## src/rtl/ffvl_pkg.sv

```systemverilog
package ffvl_pkg;
  typedef enum logic [1:0] {
    ST_IDLE = 2'd0,
    ST_ADDR = 2'd1,
    ST_WAIT = 2'd2
  } ffvl_state_e;
endpackage

```

## src/rtl/ffvl_len_clip.sv

```systemverilog
module ffvl_len_clip #(
  parameter int CNT_W = 16,
  parameter int MAXVL = 8,
  parameter int IDX_W = 4
) (
  input  logic [CNT_W-1:0] remaining,
  output logic [IDX_W-1:0] vl
);
  localparam logic [CNT_W-1:0] CAP = CNT_W'(MAXVL);

  always_comb begin
    if (remaining > CAP) vl = IDX_W'(MAXVL);
    else                 vl = remaining[IDX_W-1:0];
  end
endmodule

```

## src/rtl/ffvl_addr_gen.sv

```systemverilog
module ffvl_addr_gen #(
  parameter int WORD_W     = 32,
  parameter int IDX_W      = 4,
  parameter int ELEM_BYTES = 4,
  parameter int LINK_OFS   = 8
) (
  input  logic              chain,
  input  logic [WORD_W-1:0] base,
  input  logic [WORD_W-1:0] ptr,
  input  logic [IDX_W-1:0]  idx,
  output logic [WORD_W-1:0] addr
);
  localparam logic [WORD_W-1:0] STRIDE = WORD_W'(ELEM_BYTES);
  localparam logic [WORD_W-1:0] LINK   = WORD_W'(LINK_OFS);

  logic [WORD_W-1:0] strided;
  logic [WORD_W-1:0] linked;

  // stride is a power of two in typical use; a multiply keeps it general
  assign strided = base + (WORD_W'(idx) * STRIDE);
  assign linked  = ptr + LINK;
  assign addr    = chain ? linked : strided;
endmodule

```

## src/rtl/ffvl_judge.sv

```systemverilog
module ffvl_judge #(
  parameter int WORD_W = 32,
  parameter int IDX_W  = 4
) (
  input  logic [WORD_W-1:0] data,
  input  logic              incl,
  input  logic              chain,
  input  logic [IDX_W-1:0]  idx,
  input  logic [IDX_W-1:0]  vl,
  output logic              keep,
  output logic              stop,
  output logic              last,
  output logic [IDX_W-1:0]  vl_final,
  output logic [IDX_W-1:0]  dst_idx
);
  logic              is_zero;
  logic [IDX_W-1:0]  idx_p1;

  assign is_zero = (data == '0);
  assign idx_p1  = idx + IDX_W'(1);
  assign keep    = !is_zero || incl;
  assign stop    = is_zero;
  assign last    = (idx_p1 == vl);
  assign dst_idx = chain ? idx_p1 : idx;

  always_comb begin
    if (is_zero) vl_final = incl ? idx_p1 : idx;
    else         vl_final = vl;
  end
endmodule

```

## src/rtl/ff_vl_trunc.sv

```systemverilog
module ff_vl_trunc #(
  parameter int WORD_W     = 32,
  parameter int CNT_W      = 16,
  parameter int MAXVL      = 8,
  parameter int ELEM_BYTES = 4,
  parameter int LINK_OFS   = 8,
  parameter int IDX_W      = $clog2(MAXVL + 1)
) (
  input  logic              clk,
  input  logic              rst,
  input  logic              start,
  input  logic [CNT_W-1:0]  remaining,
  input  logic              incl_mode,
  input  logic              chain_mode,
  input  logic              upd_mode,
  input  logic [WORD_W-1:0] base_addr,
  output logic              mem_req,
  output logic [WORD_W-1:0] mem_addr,
  input  logic              mem_rsp_valid,
  input  logic [WORD_W-1:0] mem_rsp_data,
  output logic              wb_valid,
  output logic [IDX_W-1:0]  wb_idx,
  output logic [WORD_W-1:0] wb_data,
  output logic              upd_valid,
  output logic [IDX_W-1:0]  upd_idx,
  output logic [WORD_W-1:0] upd_data,
  output logic              done,
  output logic [IDX_W-1:0]  vl_out
);
  import ffvl_pkg::*;

  ffvl_state_e       state;
  logic [IDX_W-1:0]  idx;
  logic [IDX_W-1:0]  vl_cur;
  logic [WORD_W-1:0] ptr;
  logic [WORD_W-1:0] base_q;
  logic              incl_q;
  logic              chain_q;
  logic              upd_q;

  logic [IDX_W-1:0]  vl_clip;
  logic [WORD_W-1:0] addr_c;
  logic              j_keep;
  logic              j_stop;
  logic              j_last;
  logic [IDX_W-1:0]  j_vl;
  logic [IDX_W-1:0]  j_dst;

  ffvl_len_clip #(.CNT_W(CNT_W), .MAXVL(MAXVL), .IDX_W(IDX_W)) u_clip (
    .remaining (remaining),
    .vl        (vl_clip)
  );

  ffvl_addr_gen #(
    .WORD_W(WORD_W), .IDX_W(IDX_W), .ELEM_BYTES(ELEM_BYTES), .LINK_OFS(LINK_OFS)
  ) u_agen (
    .chain (chain_q),
    .base  (base_q),
    .ptr   (ptr),
    .idx   (idx),
    .addr  (addr_c)
  );

  ffvl_judge #(.WORD_W(WORD_W), .IDX_W(IDX_W)) u_judge (
    .data     (mem_rsp_data),
    .incl     (incl_q),
    .chain    (chain_q),
    .idx      (idx),
    .vl       (vl_cur),
    .keep     (j_keep),
    .stop     (j_stop),
    .last     (j_last),
    .vl_final (j_vl),
    .dst_idx  (j_dst)
  );

  always_ff @(posedge clk) begin
    if (rst) begin
      state     <= ST_IDLE;
      idx       <= '0;
      vl_cur    <= '0;
      ptr       <= '0;
      base_q    <= '0;
      incl_q    <= 1'b0;
      chain_q   <= 1'b0;
      upd_q     <= 1'b0;
      mem_req   <= 1'b0;
      mem_addr  <= '0;
      wb_valid  <= 1'b0;
      wb_idx    <= '0;
      wb_data   <= '0;
      upd_valid <= 1'b0;
      upd_idx   <= '0;
      upd_data  <= '0;
      done      <= 1'b0;
      vl_out    <= '0;
    end else begin
      mem_req   <= 1'b0;
      wb_valid  <= 1'b0;
      upd_valid <= 1'b0;
      done      <= 1'b0;
      unique case (state)
        ST_IDLE: begin
          if (start) begin
            vl_cur  <= vl_clip;
            idx     <= '0;
            ptr     <= base_addr;
            base_q  <= base_addr;
            incl_q  <= incl_mode;
            chain_q <= chain_mode;
            upd_q   <= upd_mode;
            if (vl_clip == '0) begin
              done   <= 1'b1;
              vl_out <= '0;
            end else begin
              state <= ST_ADDR;
            end
          end
        end
        ST_ADDR: begin
          mem_req  <= 1'b1;
          mem_addr <= addr_c;
          state    <= ST_WAIT;
        end
        ST_WAIT: begin
          if (mem_rsp_valid) begin
            wb_valid  <= j_keep;
            wb_idx    <= j_dst;
            wb_data   <= mem_rsp_data;
            upd_valid <= j_keep && chain_q && upd_q;
            upd_idx   <= idx;
            upd_data  <= mem_addr;
            if (j_stop || j_last) begin
              done   <= 1'b1;
              vl_out <= j_vl;
              state  <= ST_IDLE;
            end else begin
              idx   <= idx + IDX_W'(1);
              ptr   <= mem_rsp_data;
              state <= ST_ADDR;
            end
          end
        end
        default: state <= ST_IDLE;
      endcase
    end
  end
endmodule

```

## config.mk

```make
export PLATFORM = sky130hd
export DESIGN_NAME = ff_vl_trunc
export DESIGN_NICKNAME = d
export VERILOG_FILES = /design/src/rtl/ffvl_pkg.sv /design/src/rtl/ffvl_len_clip.sv /design/src/rtl/ffvl_addr_gen.sv /design/src/rtl/ffvl_judge.sv /design/src/rtl/ff_vl_trunc.sv
export SDC_FILE = /design/constraint.sdc
export NUM_CORES = 1
export LEC_CHECK = 0
export BUFFER_PORTS_ARGS = -buffer_cell sky130_fd_sc_hd__buf_2
export CORE_AREA = 2 2 116 146
export CTS_CLUSTER_SIZE = 28
export DETAILED_ROUTE_END_ITERATION = 7
export DIE_AREA = 0 0 118 148
export HOLD_SLACK_MARGIN = 0.02
export PLACE_DENSITY_LB_ADDON = 0.3
export SETUP_SLACK_MARGIN = 0.1
export SLEW_MARGIN = 20
export SYNTH_ARGS = -nofsm -noshare
export SYNTH_HDL_FRONTEND = slang
export SYNTH_SLANG_ARGS = --single-unit
```

## constraint.sdc

```tcl
create_clock -name clk -period 2.8 [get_ports clk]
set_clock_uncertainty 0.2 [all_clocks]
set_input_delay 0.14 -clock clk [delete_from_list [all_inputs] [get_ports clk]]
set_output_delay 0.14 -clock clk [all_outputs]
set_load 0.02 [all_outputs]
```

-- Yosys cells after proc, flatten, opt, wreduce, memory -nomap -nowiden
Cells that the tools add are included.
- equal/unequal tests: 9
- reductions and logical operators: 15
- $add $sub $neg: 3
- multiplexer cells: 29
- bitwise operators: 2
- $lt $le $gt $ge: 1
- operator list (operator ; count):
    two-way mux 32 bit ; 4
    case mux 32 bit (2 select lines) ; 1
    two-way mux 4 bit ; 11
    adder 32 x 4 -> 32 bit (second input constant) ; 1
    adder 32 x 6 -> 32 bit ; 1
    logical NOT 32 bit ; 1
    > comparator 16 x 4 -> 1 bit (second input constant) ; 1
    case mux 4 bit (2 select lines) ; 2
    != test 2 bit (second input constant) ; 6
    two-way mux 1 bit ; 6
    two-way mux 2 bit ; 3
    case mux 2 bit (3 select lines) ; 1
    AND reduction 5 bit ; 1
    adder 4 x 1 -> 4 bit (second input constant) ; 1
    equality test 4 bit ; 1
    logical NOT 4 bit ; 1
    AND reduction 2 bit ; 2
    AND reduction 4 bit ; 1
    AND reduction 3 bit ; 1
    OR reduction 3 bit ; 1
    equality test 2 x 1 -> 1 bit (second input constant) ; 1
    equality test 2 bit (second input constant) ; 1
    logical AND 1 bit ; 2
    logical NOT 2 bit ; 1
    5 further kinds ; 7
- output and inout bits: 112
- register bits: 189
- logic and storage cells: 77

-- Longest topological paths before layout
Gate-level depths: netlist of the first run.
- depth in word-level cells: 6
- gate-level depth with buffers: 10

-- Modules after synthesis
From an unflattened synthesis of the first run, not the netlist that was laid out.
- cell total of the unflattened synthesis: 1120
- area, all modules: 9276.4 µm²
- by module, submodules not included (module ; instances ; sequential area each (µm²) ; cells each ; area an instance (µm²)):
    ff_vl_trunc ; 1 ; 3783.6 ; 847 ; 7304.5
    ffvl_addr_gen ; 1 ; 0.0 ; 223 ; 1580.3
    ffvl_judge ; 1 ; 0.0 ; 39 ; 304.0
    ffvl_len_clip ; 1 ; 0.0 ; 11 ; 87.6

-- Least setup slack after synthesis of the first run
No wires, ideal clock.
- path kind: flip-flop to flip-flop
- start point: reg idx[1]
- end point: reg mem_addr[24]
- arrival: 2.145 ns
- path slack: 0.333 ns
- buffers on the path: 1
- cell stages (with the launch flop): 10
- cells stage by stage: dfxtp_1 inv_1 fa_1 nand2b_1 a21oi_1 clkbuf_1 nand4_1 xnor2_1 a22oi_1 o21ai_1
- longest elaborated chain between the ends: 2
- ends and longest elaborated chain (element ; line ; source):
    start, declared ; ff_vl_trunc.sv:33 ; logic [IDX_W-1:0] idx;
    start signal, assigned ; ff_vl_trunc.sv:138 ; idx <= idx + IDX_W'(1);
    adder 32 x 6 -> 32 bit ; ffvl_addr_gen.sv:20 ; assign strided = base + (WORD_W'(idx) * STRIDE);
    two-way mux 32 bit ; ffvl_addr_gen.sv:22 ; assign addr = chain ? linked : strided;
    end signal, assigned ; ff_vl_trunc.sv:122 ; mem_addr <= addr_c;
    end, declared ; ff_vl_trunc.sv:18 ; output logic [WORD_W-1:0] mem_addr,
No other way between the ends.
A chain may end at the register's enable or synchronous reset.

-- Final worst setup path of the first run
- start point: reg idx[0]
- end point: reg ptr[22]
- longest elaborated chain between the ends: 5
- ends and longest elaborated chain (element ; line ; source):
    adder 4 x 1 -> 4 bit ; ffvl_judge.sv:20 ; assign idx_p1 = idx + IDX_W'(1);
    equality test 4 bit ; ffvl_judge.sv:23 ; assign last = (idx_p1 == vl);
    logical OR 1 bit ; ff_vl_trunc.sv:133 ; if (j_stop || j_last) begin
    != test 2 bit (no source line) ; -- ;
    AND reduction 4 bit (no source line) ; -- ;
    end signal, assigned ; ff_vl_trunc.sv:107 ; ptr <= base_addr;
    end signal, assigned ; ff_vl_trunc.sv:139 ; ptr <= mem_rsp_data;
    end, declared ; ff_vl_trunc.sv:35 ; logic [WORD_W-1:0] ptr;
No other way between the ends.

==> flow_metrics.py, run 1 <==
metrics = {
    "setup_path": {
        "critPathRequiredTime_ns": 2.93,
        "crit_type": "register to register",
        "crit_arrival_ns": 2.67,
        "start_kind": "register",
        "cp_max_fo": 30,
        "end_kind": "register",
    },
    "global_route": {
        "grt_pass1_wl_um": 40200,
        "grt-ovfl-total": 0,
        "antenna_found_initial": 0,
        "grt.total_usage": 0.283,
        "grt_start_max_net_pins": 166,
        "grt_pass1_vias": 8011,
    },
    "cells_and_area": {
        "final_nets": 1377,
        "fin_util": 0.690,
        "diodes": 0,
        "synthToLayoutAreaGrowth_pct": 29.2,
        "drive_above_1_share": 0.206,
    },
    "timing": {
        "slew_headroom": 0.482,
        "setup-tns-final_ns": 0,
        "rsz0062_at_grt": "no",
        "hold_viol_final": 0,
        "fin_crit_sh": 0.907,
        "drv_slew": 0,
        "min_period_ns": 2.54,
        "tightest_slew_ns": 0.777,
        "fmax_mhz": 394,
        "setup_viol": 0,
    },
    "pwr": {
        "peakVddDrop_uv": 376,
        "finalPower_mw": 6.21,
        "cellPowerDensity_nw_per_um2": 560,
        "leakage_nw": 4.61,
    },
    "yosys": {
        "synth-async-reset-ratio": 0,
        "ys_top_cells_by_count": "nand2_1, dfxtp_1, a21oi_1",
        "syn-instance-count": 1044,
        "syn_nets": 1138,
        "ys_seq_area_frac": 0.441,
        "synth-seq-cells": 189,
        "synthDistinctLibCells": 58,
        "synth_area_leaders": "dfxtp_1, nand2_1, a21oi_1",
        "ys_warn_count": 0,
        "synth_top_area_share": 0.441,
        "syn_area_um2": 8580,
        "ys.flop_type": "dfxtp_1",
        "synth.largest_area_cell": "dfxtp_1",
        "synthMostInstantiatedCell": "nand2_1",
        "synth_area_per_cell_um2": 8.22,
        "synth_edf_count": 0,
    },
    "cts": {
        "ctsResizeCount": 0,
        "cts_max_level": 4,
        "cts_buffers": 17,
        "cts_setup_buffers": 0,
        "clk_pin_slew_worst_paths_ns": 0.06,
        "clk-insertion-delay-late_ns": 0.43,
        "cts_tree": "yes",
        "clk_path_buf_depth": 2,
        "cts.sinks": 189,
        "cts-root-buf": "clkbuf_16",
        "holdBufCountCts": 75,
    },
    "placed_design": {
        "io_buffer_count": 198,
        "gp_congestion": 0.919,
        "dp_hpwl_um": 16500,
    },
    "floorplanning": {
        "fp.dieW_um": 118,
        "design.die.area_um2": 17500,
        "start_util": 0.534,
        "rows": 52,
        "pin_count": 199,
        "core_um2": 16100,
        "die_y_um": 148,
    },
    "route": {
        "drtIter0Drc": 657,
        "ant_nets": 0,
        "firstDrtPassIters": 5,
        "wl_um": 24700,
        "num_vias": 8270,
        "via_per_inst": 5.48,
        "drc": 0,
        "wl_per_cell_um": 16.4,
    },
    "run_status": {
        "outcome": "finished clean",
    },
    "job": {
        "timing.max_cap.violations": 0,
    },
    "hold_path": {
        "hp-class": "input pin to register",
    },
}
-- layout make-up --
| type | count | area, um2 |
|---|---|---|
| fill | 1271 | 4980 |
| multi-input combinational | 770 | 4460 |
| sequential | 189 | 3780 |
| timing repair buffer | 292 | 1940 |
| clock buffer | 24 | 482 |
| tap | 216 | 270 |
| clock inverter | 6 | 110 |
| inverter | 13 | 48.8 |
-- registers in the layout, indices dropped and copies added (netlist names), 32 cells and up --
name / cells
base_q: 32
mem_addr: 32
ptr: 32
upd_data: 32
wb_data: 32
-- per-stage QoR --
| step | std cells | hold WS, ns | area [um2] | setup slack, ns |
|---|---|---|---|---|
| global route | 1510 | 0.0991 | 11100 | 0.145 |
| finish | 1510 | 0.0576 | 11100 | 0.260 |
| CTS | 1510 | 0.0430 | 11100 | 0.290 |
| floorplan | 1044 | 0.0760 | 8580 | 0.333 |
| detailed placement | 1405 | 0.197 | 9740 | 0.347 |
| global placement | 1405 | 0.188 | 9740 | 0.384 |
-- layer usage --
metal / GRT usage / vias to the layer above / wire (um)
met5: 0 / - / 0
met4: 0.111 / 0 / 543
met3: 0.0459 / 44 / 1360
met2: 0.464 / 286 / 11700
met1: 0.375 / 3822 / 11100
li1: - / 4118 / -
-- cell usage in the layout, fill, tap and decap left out, types with 35 or more instances in the layout --
master,instances
a211oi_1,41
xnor2_1,36
nand2_1,256
nor2_1,35
buf_2,197
dlygate4sd3_1,75
a21oi_1,123
nor3_1,43
dfxtp_1,189
mux2i_1,43
-- critical path: stages, from the launching register on --
cell      delay (ns)
dfxtp_1         0.32
buf_4           0.17
ha_1            0.27
xnor2_1         0.19
nand3_1         0.14
o31ai_2         0.11
a211oi_4        0.47
buf_12          0.25
nor3_1          0.08
a211oi_1        0.25
-- power by group --
group          leakage [nW]  switching, mW  internal (mW)  total [mW]
clock network         0.282          0.987           1.47        2.45
registers              1.54          0.145           2.81        2.96
logic                  2.79          0.455          0.343       0.798
-- final timing paths --
| path | cells after the start | to | slack [ns] | from |
|---|---|---|---|---|
| setup / recovery | 9 | ptr[22] | 0.26 | idx[0] |
| hold / removal | 4 | mem_addr[10] | 0.06 | rst |
| setup reg to reg | 9 | ptr[22] | 0.26 | idx[0] |
| hold reg to reg | 2 | upd_data[5] | 0.25 | upd_data[5] |
-- kinds of logic (layout without fill, tap and decap cells) --
kind of cell,Yosys count,count (layout),synth area share
flops,189,189,0.441
compound gates,233,233,0.167
buf+inv,85,335,0.0413
fa+ha+maj,7,7,0.0111
xor+xnor,60,60,0.0621
simple gates,426,426,0.226
mux,44,44,0.0515
(Power assumes the default switching activity.)
==> inputs of run 2 (changes only) <==
--- a/config.mk
+++ b/config.mk
@@ -6,14 +6,15 @@
 export NUM_CORES = 1
 export LEC_CHECK = 0
 export BUFFER_PORTS_ARGS = -buffer_cell sky130_fd_sc_hd__buf_2
-export CORE_AREA = 2 2 116 146
+export CORE_AREA = 2 2 120 151
 export CTS_CLUSTER_SIZE = 28
 export DETAILED_ROUTE_END_ITERATION = 7
-export DIE_AREA = 0 0 118 148
+export DIE_AREA = 0 0 122 153
 export HOLD_SLACK_MARGIN = 0.02
 export PLACE_DENSITY_LB_ADDON = 0.3
 export SETUP_SLACK_MARGIN = 0.1
 export SLEW_MARGIN = 20
 export SYNTH_ARGS = -nofsm -noshare
 export SYNTH_HDL_FRONTEND = slang
+export SYNTH_HIERARCHICAL = 1
 export SYNTH_SLANG_ARGS = --single-unit
==> flow_metrics.py, run 2 <==
metrics = {
    "run_status": {
        "outcome": "finished clean",
    },
    "timing": {
        "whs_ns": 0.0831,
        "layout_setup_ws_ns": 0.162,
        "slew_headroom": 0.476,
        "rsz0062_at_grt": "no",
        "tightest_slew_ns": 0.785,
        "hold_viol_final": 0,
        "setup-tns-final_ns": 0,
        "drv_slew": 0,
        "fmax_mhz": 379,
        "setup_viol": 0,
        "min_period_ns": 2.64,
        "fin_crit_sh": 0.942,
    },
    "cells_and_area": {
        "final_nets": 1492,
        "final_common_cell": "nand2_1",
        "drive_above_1_share": 0.214,
        "synthToLayoutAreaGrowth_pct": 31.4,
        "mostFrequentLayoutCells": "nand2_1, buf_2, dfxtp_1",
        "fillers": 1378,
    },
    "route": {
        "highest_layer": "met4",
        "drc": 0,
        "met2_length_um": 14200,
        "firstDrtPassIters": 8,
        "via_per_inst": 5.74,
        "wl_per_cell_um": 17.7,
        "wl_met1_um": 11500,
        "wl_met3_um": 1820,
        "num_vias": 9388,
        "wl_um": 28900,
        "ant_nets": 0,
        "drtIter0Drc": 778,
    },
    "placed_design": {
        "dp_hpwl_um": 18200,
        "gp_congestion": 0.909,
        "dp_slack_ns": 0.221,
        "io_buffer_count": 198,
    },
    "setup_path": {
        "ff2ff_setup_slack_ns": 0.20,
        "cp_max_fo": 19,
        "start_kind": "input pin",
        "crit_family": "simple AND/OR/NAND/NOR gates",
        "critPathRequiredTime_ns": 2.97,
        "worstPathCellList": "dlygate4sd3_1, buf_2, nor4_1, nand4_1, nor2_4, nand4bb_4, a21o_1, buf_4, a31o_1",
        "crit_arrival_ns": 2.81,
        "r2r-start": "idx[2]",
        "crit_type": "input pin to register",
        "cpMaxStageDelayCell": "nor4_1",
        "path_buf_inv": 3,
        "slowest_delay_ns": 0.57,
        "r2r-end": "ptr[18]",
        "end_kind": "register",
        "r2r_cells": 7,
    },
    "hold_path": {
        "hold_path_depth": 5,
        "hold_start": "remaining[14]",
        "hp-class": "input pin to register",
        "min_to": "vl_cur[3]",
    },
    "yosys": {
        "syn_nets": 1215,
        "synth_edf_count": 0,
        "synth_area_leaders": "dfxtp_1, nand2_1, a21oi_1",
        "synth-seq-cells": 189,
        "synthMostInstantiatedCell": "nand2_1",
        "synthDistinctLibCells": 56,
        "ys_seq_area_frac": 0.408,
        "syn-instance-count": 1120,
        "synth_top_area_share": 0.408,
        "synth-async-reset-ratio": 0,
        "syn_area_um2": 9280,
        "synth.largest_area_cell": "dfxtp_1",
        "ys_warn_count": 6,
        "ys.flop_type": "dfxtp_1",
        "synth_area_per_cell_um2": 8.28,
        "ys_top_cells_by_count": "nand2_1, dfxtp_1, a21oi_1",
    },
    "pwr": {
        "finalPower_mw": 6.30,
        "leakage_nw": 4.82,
        "peakVddDrop_uv": 443,
        "cellPowerDensity_nw_per_um2": 517,
    },
    "global_route": {
        "grt_start_max_net_pins": 141,
        "grt-ovfl-total": 0,
        "antenna_found_initial": 1,
        "grt_pass1_vias": 9150,
        "grt_pass1_wl_um": 46000,
        "grt.total_usage": 0.306,
    },
    "floorplanning": {
        "rows": 54,
        "pin_count": 199,
        "core_um2": 17200,
        "die_y_um": 153,
        "start_util": 0.538,
        "design.die.area_um2": 18700,
        "fp.dieW_um": 122,
    },
    "cts": {
        "cts_max_level": 4,
        "clk_path_buf_depth": 2,
        "clk_pin_slew_worst_paths_ns": 0.07,
        "cts_buffers": 17,
        "clk-insertion-delay-late_ns": 0.42,
        "cts_tree": "yes",
        "cts-root-buf": "clkbuf_16",
        "cts.sinks": 189,
    },
    "job": {
        "timing.max_cap.violations": 0,
    },
}
[run 2: cell count changes after synthesis, sizes merged, moves of 21 or more]
cell / before / now
nand2: 258 / 315
a211oi: 42 / 3
nor3: 44 / 5
buf: 16 / 51
a2111oi: 0 / 32
a31o: 1 / 32
a21oi: 123 / 150
xor2: 23 / 44
[run 2: area by class of cell]
type,instances,area (um2),share of cell area
Multi-Input combinational cell,833,5000,0.411
Sequential cell,189,3790,0.311
Timing Repair Buffer,348,2470,0.202
Clock buffer,24,492,0.0403
Tap cell,224,280,0.0230
Clock inverter,8,128,0.0105
Inverter,8,30.0,0.00246
Antenna cell,1,2.50,0.000205
[run 2: layer usage]
metal / global-route usage / vias up
li1: - / 4462
met1: 0.367 / 4409
met2: 0.518 / 409
met3: 0.0556 / 108
met4: 0.153 / 0
met5: 0 / -
[run 2: worst min-delay path, delay by kind of cell]
family / cells / cell delay [ns]
AO/OA/AOI/OAI: 1 / 0.14
buffers and inverters: 1 / 0.07
AND/OR/NAND/NOR: 3 / 0.31
[run 2: worst max-delay path by stage]
stage	endpoint	slack, ns	cells after the start	from
floorplan	ptr[10]	0.41	7	idx[1]
global placement	ptr[31]	0.26	8	mem_rsp_data[19]
detailed placement	vl_out[0]	0.22	6	remaining[7]
CTS	ptr[14]	0.12	9	mem_rsp_data[19]
global route	ptr[16]	0.11	8	idx[1]
finish	ptr[14]	0.16	9	mem_rsp_data[19]
[run 2: cells by family after synthesis]
group	synth area share
simple gates	0.228
flops	0.408
fa+ha+maj	0.0116
compound gates	0.159
buf+inv	0.0571
mux	0.0757
xor+xnor	0.0604
[run 2: metrics by stage]
| step | instances | utilization | instance area [um2] |
|---|---|---|---|
| after floorplan | 1120 | - | 9280 |
| after global placement | 1481 | 0.600 | 10300 |
| after detailed placement | 1481 | 0.600 | 10300 |
| after CTS | 1630 | 0.704 | 12100 |
| after global routing | 1635 | 0.707 | 12200 |
| final | 1635 | 0.707 | 12200 |
[run 2: report_power, final]
group	internal [mW]	switching, mW
logic	0.366	0.462
registers	2.79	0.133
clock network	1.51	1.04
[run 2: repair_timing]
action,in CTS,in global routing
hold endpoints to repair,81,0
setup endpoints to repair,0,19
resized for setup,0,6
hold buffers,117,0
buffers inserted,0,4
